`config.mk`:
```
export PLATFORM = sky130hd
export DESIGN_NAME = phseg_shifter
export DESIGN_NICKNAME = d
export VERILOG_FILES = /design/src/rtl/phseg_pkg.sv /design/src/rtl/phseg_sequencer.sv /design/src/rtl/phseg_segment.sv /design/src/rtl/phseg_shifter.sv
export SDC_FILE = /design/constraint.sdc
export NUM_CORES = 1
export LEC_CHECK = 0
export BUFFER_PORTS_ARGS = -buffer_cell sky130_fd_sc_hd__clkbuf_2
export CAP_MARGIN = 20
export CORE_MARGIN = 4
export CORE_UTILIZATION = 40
export CTS_BUF_LIST = sky130_fd_sc_hd__clkbuf_4 sky130_fd_sc_hd__clkbuf_8
export DETAILED_ROUTE_END_ITERATION = 7
export GPL_ROUTABILITY_DRIVEN = 0
export PLACE_DENSITY = 0.71
export RECOVER_POWER = 100
export SLEW_MARGIN = 10
export SYNTH_ARGS = -nofsm -noshare
export SYNTH_HDL_FRONTEND = slang
export SYNTH_SLANG_ARGS = --single-unit
```
`constraint.sdc`:
```
create_clock -name clk -period 1.4 [get_ports clk]
set_input_delay 0.14 -clock clk [delete_from_list [all_inputs] [get_ports clk]]
set_output_delay 0.14 -clock clk [all_outputs]
set_load 0.02 [all_outputs]
```
`src/rtl/phseg_pkg.sv`:
```
package phseg_pkg;
    localparam int SEG_BITS = 4;
    localparam int NUM_STB  = SEG_BITS + 1;

    typedef enum logic [2:0] {
        PH_IDLE = 3'd0,
        PH_HOLD = 3'd1,
        PH_D3   = 3'd2,
        PH_D2   = 3'd3,
        PH_D1   = 3'd4,
        PH_D0   = 3'd5
    } phase_e;
endpackage

```
`src/rtl/phseg_sequencer.sv`:
```
module phseg_sequencer
    import phseg_pkg::*;
(
    input  logic               clk,
    input  logic               rst,
    input  logic               shift_req,
    output logic               busy,
    output logic [NUM_STB-1:0] stb
);
    phase_e state, state_nx;

    always_ff @(posedge clk) begin
        if (rst) state <= PH_IDLE;
        else     state <= state_nx;
    end

    always_comb begin
        state_nx = state;
        unique case (state)
            PH_IDLE: if (shift_req) state_nx = PH_HOLD;
            PH_HOLD: state_nx = PH_D3;
            PH_D3:   state_nx = PH_D2;
            PH_D2:   state_nx = PH_D1;
            PH_D1:   state_nx = PH_D0;
            PH_D0:   state_nx = PH_IDLE;
            default: state_nx = PH_IDLE;
        endcase
    end

    // stb[j] strobes data stage j; stb[SEG_BITS] strobes the holding stage
    always_comb begin
        stb  = '0;
        busy = 1'b1;
        unique case (state)
            PH_IDLE: busy = 1'b0;
            PH_HOLD: stb[SEG_BITS] = 1'b1;
            PH_D3:   stb[3] = 1'b1;
            PH_D2:   stb[2] = 1'b1;
            PH_D1:   stb[1] = 1'b1;
            PH_D0:   stb[0] = 1'b1;
            default: busy = 1'b0;
        endcase
    end
endmodule

```
`src/rtl/phseg_segment.sv`:
```
module phseg_segment
    import phseg_pkg::*;
#(
    parameter bit HAS_HOLD = 1'b1
) (
    input  logic                clk,
    input  logic                rst,
    input  logic [NUM_STB-1:0]  stb,
    input  logic                seg_in,
    output logic [SEG_BITS-1:0] q,
    output logic                link_out
);
    logic [SEG_BITS-1:0] d_next;
    assign d_next = {q[SEG_BITS-2:0], seg_in};

    for (genvar k = 0; k < SEG_BITS; k++) begin : g_stage
        always_ff @(posedge clk) begin
            if (rst)         q[k] <= 1'b0;
            else if (stb[k]) q[k] <= d_next[k];
        end
    end

    if (HAS_HOLD) begin : g_hold
        logic hold_q;
        always_ff @(posedge clk) begin
            if (rst)                hold_q <= 1'b0;
            else if (stb[SEG_BITS]) hold_q <= q[SEG_BITS-1];
        end
        assign link_out = hold_q;
    end else begin : g_tail
        assign link_out = q[SEG_BITS-1];
    end
endmodule

```
`src/rtl/phseg_shifter.sv`:
```
module phseg_shifter
    import phseg_pkg::*;
#(
    parameter int N = 256
) (
    input  logic         clk,
    input  logic         rst,
    input  logic         shift_req,
    input  logic         ser_in,
    output logic         busy,
    output logic [N-1:0] par_out,
    output logic         ser_out
);
    localparam int NSEG = N / SEG_BITS;

    initial begin
        if (N % SEG_BITS != 0 || N < SEG_BITS)
            $error("phseg_shifter: N must be a positive multiple of %0d", SEG_BITS);
    end

    logic [NUM_STB-1:0] stb;
    logic [NSEG:0]      link;

    phseg_sequencer u_seq (
        .clk       (clk),
        .rst       (rst),
        .shift_req (shift_req),
        .busy      (busy),
        .stb       (stb)
    );

    assign link[0] = ser_in;

    for (genvar s = 0; s < NSEG; s++) begin : g_seg
        phseg_segment #(.HAS_HOLD(s != NSEG - 1)) u_seg (
            .clk      (clk),
            .rst      (rst),
            .stb      (stb),
            .seg_in   (link[s]),
            .q        (par_out[s*SEG_BITS +: SEG_BITS]),
            .link_out (link[s+1])
        );
    end

    assign ser_out = link[NSEG];
endmodule

```
After elaboration in Yosys (flattened, before gate mapping) --
Index checks and enable logic that the tools add are counted. Widths: inputs -> output; s select.
Word-level totals: register bits after elaboration 322, input port bits 4, output and inout port bits 258, word-level logic and storage cells 336
Operators by class: muxes and demuxes 8, reduce and logical (&&, ||, !) cells 2, equal/unequal tests 6
Operator list (count):
- $pmux 3 s5 | 1
- $eq 3x2->1 const B | 2
- $eq 3x3->1 const B | 2
- $mux 1 | 6
- $reduce_or 5->1 | 1
- $eq 3x1->1 const B | 1
- $logic_not 3->1 | 1
- $mux 3 | 1
- $ne 2x2->1 const B | 1

Depth between registers and ports, before layout --
word-level depth 3, depth in mapped cells 6, mapped depth without buffers 2

By module --
A second synthesis with hierarchy kept.
Second synthesis, totals: cells, all modules 976, area, all modules 10980.5 sq um
Modules (own cells, without submodules):
- phseg_segment (g_seg[0].u_seg ...) | seq. area each 100.1 sq um, cells an instance 15, area each 168.9 sq um, instances 63
- phseg_sequencer | seq. area each 60.1 sq um, cells an instance 18, area each 196.4 sq um, instances 1
- phseg_segment (g_seg[63].u_seg) | seq. area each 80.1 sq um, cells an instance 13, area each 142.6 sq um, instances 1

Worst setup path before layout --
No wires, ideal clock.
kind reg2reg, start register u_seq.state[1], end register g_seg[10].u_seg.q[1], stages on the path, launching flop included 6, arrival 1190 ps, path buffers 3, library setup time 72 ps, period minus slack after synthesis 1261 ps, data required time 1328 ps, setup slack 139 ps, cells stage by stage dfxtp_1 buf_2 nor3b_2 buf_6 buf_8 mux2i_1
On the way: longest elaborated chain between the ends 2
Ends and longest elaborated chain:
- start, declared | RTL line phseg_sequencer.sv:10 | phase_e state, state_nx;
- start signal, assigned | RTL line phseg_sequencer.sv:14 | else state <= state_nx;
- $eq 3x3->1 | RTL line phseg_sequencer.sv:34 | unique case (state)
- $mux 1 | RTL line phseg_sequencer.sv:34
- end signal, assigned by index | RTL line phseg_segment.sv:19 | else if (stb[k]) q[k] <= d_next[k];
- end, declared | RTL line phseg_segment.sv:10 | output logic [SEG_BITS-1:0] q,
No other way between the ends. A chain may end at the register's enable or synchronous reset.

Worst setup path in the final report --
start register u_seq.state[0], end register g_seg[61].u_seg.q[3]
On the way: longest elaborated chain between the ends 2
Ends and longest elaborated chain (RTL line):
- $eq 3x2->1 | phseg_sequencer.sv:34
- $mux 1 | phseg_sequencer.sv:34
- end signal, assigned by index | phseg_segment.sv:19
- end, declared | phseg_segment.sv:10
No other way between the ends.

==> impl_results.md <==
* Status: finished, violations left
* Failing checks: setup timing
* Drc violations at 0
* Cell taking the most area after synthesis: dfxtp_1
* Met1 GRT Util at 21.6%
* RSZ-0062 raised after global routing: true
* Final Instance Area at 16,400 um2
* Register area share after synthesis at 52.5%
* Async S/R FF share, synth at 0%
* Crit path to: g_seg[61].u_seg.q[3]$_SDFFE_PP0N_
* Clk buf depth at 3
* Die Wd at around 180 um
* FP Rows at 63
* Worst EP required at around 1.9 ns
* Clock slew seen by the registers of the worst setup and hold paths at roughly 0.06 ns
* Worst Setup End Kind: flip-flop
* PD cells at 1180 nW/um2
* Total power at around 19 mW
* Final Skew at 0.0146 ns
* ANT cells at 0
* #FFs+latches synth at between 300 and 400
* DRT Wirelength at around 34 mm
* Largest delay contributor family on the critical path: buffers and inverters
* Pre-CTS setup slack at -0.104 ns
* GRT overflow at 0
* Mapped Area at 12,300 um2
* CTS H-tree depth at 2
* Global-route wire length before repair at 48.2 mm
* # fillers at about 2.6k
* Die Span Y at 183 um
* Final nets at approximately 1.4k
* Max-Cap Viols at 0
* Cell variety after synth at 18
* Top post-synthesis cells by area: dfxtp_1 (53%), mux2i_1 (26%), nand2b_1 (16%)
* Multi-input gate area at 5360 um2
* Share of post-route cells with drive strength above 1 at around 30%
* Critical Path Source Type: flip-flop
* Top Ports at ~260
* Most numerous cell in the Yosys netlist: dfxtp_1
* Cells after Synth at approximately 1.1k
* Detailed placer's ending HPWL at between 20 and 25 mm
* Count of pins over their slew limit at 0
* Largest fanout on the critical path at 8
* Slowest CP cell: dfxtp_4
* Number of CTS-inserted buffers at between 50 and 60
* Global-route usage over all layers at roughly 18%
* Critical Path Stages at 6
* Cells on worst reg2reg path at 6
* Hold WC Path Type: input port to flip-flop
* Max incr delay on CP at between 0.3 and 0.4 ns
* Synthesized Nets at roughly 1.1k
* Root Driver: clkbuf_8
* Largest net degree at the start of global routing at 99
* Finish-stage setup viols at 154
* FF-to-FF setup slack at -0.15 ns
* Fin worst setup slack at -0.147 ns
* VDD IR max at 0.595 mV
* Synth top area share at between 50% and 60%
* Buf/Inv on CP at 4
* Port Buffers at about 260
* Critical path data arrival time at 2.02 ns
* Slew HR at 74.7%
* Reg area at 6460 um2
* Starting Density at between 40% and 50%
* Routed vias at between 8k and 9k
* Core area at between 20,000 and 30,000 um2
* CP most frequent cell: buf_12
* Critical Path Start: u_seq.state[0]$_SDFFE_PP0P_
* DRT iter0 DRCs at 301
* Vias in the first global route at just under 9k
* Origin of the critical flop-to-flop path: u_seq.state[0]$_SDFFE_PP0P_
* Via/cell ratio at ~4.8
* Leakage power total at approximately 6.8 nW
* Hold depth at 4
* Initial antenna violation count at 0
* CTS tree: yes
* Syn_area_per_cell at ~12 um2
* WL per Instance at about 19 um
* Antenna Nets Post-Route at 0
* YS warnings at 0
* Drt first pass iters at 4
* Tcrit/Tclk final at 111%
* Area delta synth->final at 33.8%
* Die ar. at 33,500 um2
* Capturing point of the worst reg2reg path: g_seg[61].u_seg.q[3]$_SDFFE_PP0N_
* Cell chain of the critical path: buf_4, nor3b_4, buf_6, buf_12, buf_12, mux2i_2
* Most used DFF post-synth: dfxtp_1
* EDFF count, synth at 0
* Routing usage on met3 at under 10%
* Worst Tran Pin Value at roughly 0.37 ns
* Highest clock rate at between 0.6 and 0.7 GHz
* M2 GR Usage at approximately 31%
* Synth top cells by count: dfxtp_1 (322), nand2b_1 (320), mux2i_1 (319)
* Min cycle time layout at about 1.5 ns
* Setup CP Type: flip-flop to flip-flop
* GR peak layer: met2
* Final Hold Viols at 0
* Area post-placement at between 10,000 and 15,000 um2
* Clock sink count at between 300 and 400
* Clk Latency, worst-skew pair at between 0.5 and 0.6 ns
stage by stage:
step                utilization [%]  TNS [ns]  hold WS (ns)  instances
floorplan                         -         0         0.296       1051
global placement               47.4     -3.25         0.390       1671
detailed placement             47.4     -4.91         0.413       1671
CTS                            52.5     -5.63         0.370       1782
global route                   54.8    -20.65         0.392       1817
finish                         54.8     -7.27         0.410       1817
cells in the final DEF, fill, tap and decap left out, drive strengths merged:
master,synthesis,final
clkinv,0,9
nand2b,320,320
mux2i,319,319
buf,42,79
and3b,2,3
nand3b,1,1
dlygate4sd3,0,3
o21ba,1,1
or3b,1,1
nor3,3,3
a2111oi,1,1
clkbuf,34,359
xnor2,1,1
nor3b,3,3
dfxtp,322,322
bufinv,0,1
a21oi,1,1
final cells by class:
| cell class | count | area share [%] |
|---|---|---|
| Sequential cell | 322 | 39.3 |
| Multi-Input combinational cell | 654 | 32.7 |
| Clock inverter | 10 | 0.457 |
| Timing Repair Buffer | 360 | 18.3 |
| Tap cell | 390 | 2.97 |
| Clock buffer | 81 | 6.30 |
worst reg2reg max path, cell delays in order, from the launching register on:
cell and delay, ns:
dfxtp_4 0.35, buf_4 0.17, nor3b_4 0.29, buf_6 0.20, buf_12 0.12, buf_12 0.14
mux2i_2 0.21
power by group:
part | switching, mW | internal (mW) | total (mW)
sequential | 0.00826 | 9.17 | 9.18
clock | 3.62 | 4.86 | 8.48
combinational | 0.752 | 1.00 | 1.75
total | 4.38 | 15.0 | 19.4
state kept, by name, summed over array words and instances, names as in the netlist:
| name | count |
|---|---|
| g_seg.u_seg.link_out | 64 |
| u_seq.state | 3 |
| g_seg.u_seg.q | 255 |
how the worst min path moves through the flow:
stage | to | slack (ns) | from
floorplan | g_seg[0].u_seg.q[0]$_SDFFE_PP0N_ | 0.30 | ser_in
global placement | g_seg[0].u_seg.q[0]$_SDFFE_PP0N_ | 0.39 | ser_in
detailed placement | g_seg[0].u_seg.q[0]$_SDFFE_PP0N_ | 0.41 | ser_in
CTS | g_seg[0].u_seg.q[0]$_SDFFE_PP0N_ | 0.37 | ser_in
global route | g_seg[0].u_seg.q[0]$_SDFFE_PP0N_ | 0.39 | ser_in
finish | g_seg[0].u_seg.q[0]$_SDFFE_PP0N_ | 0.41 | ser_in
layer usage:
| metal | vias to the layer above | routed length [um] |
|---|---|---|
| met5 | - | 0 |
| met4 | 0 | 864 |
| met3 | 56 | 2170 |
| met2 | 241 | 16200 |
| met1 | 4147 | 14500 |
| li1 | 4224 | - |
cells by family after synthesis:
logic type / Yosys count / synth area share [%]
AOI/OAI and AO/OA: 3 / 0.194
xor gates and xnor gates: 1 / 0.0714
buffers and inverters: 76 / 4.23
DFF: 322 / 52.5
muxes: 319 / 26.0
and+or+nand+nor: 330 / 16.9
what timing repair did:
action / in CTS / in global routing
gates cloned: 7 / 22
hold buffers: 3 / 0
setup endpoints to repair: 78 / 253
setup buffers: 10 / 15
endpoints found under the hold margin: 15 / 0
pin swaps: 2 / 3
resized for setup: 21 / 43
Note: power is estimated with default switching activity, not from simulation.
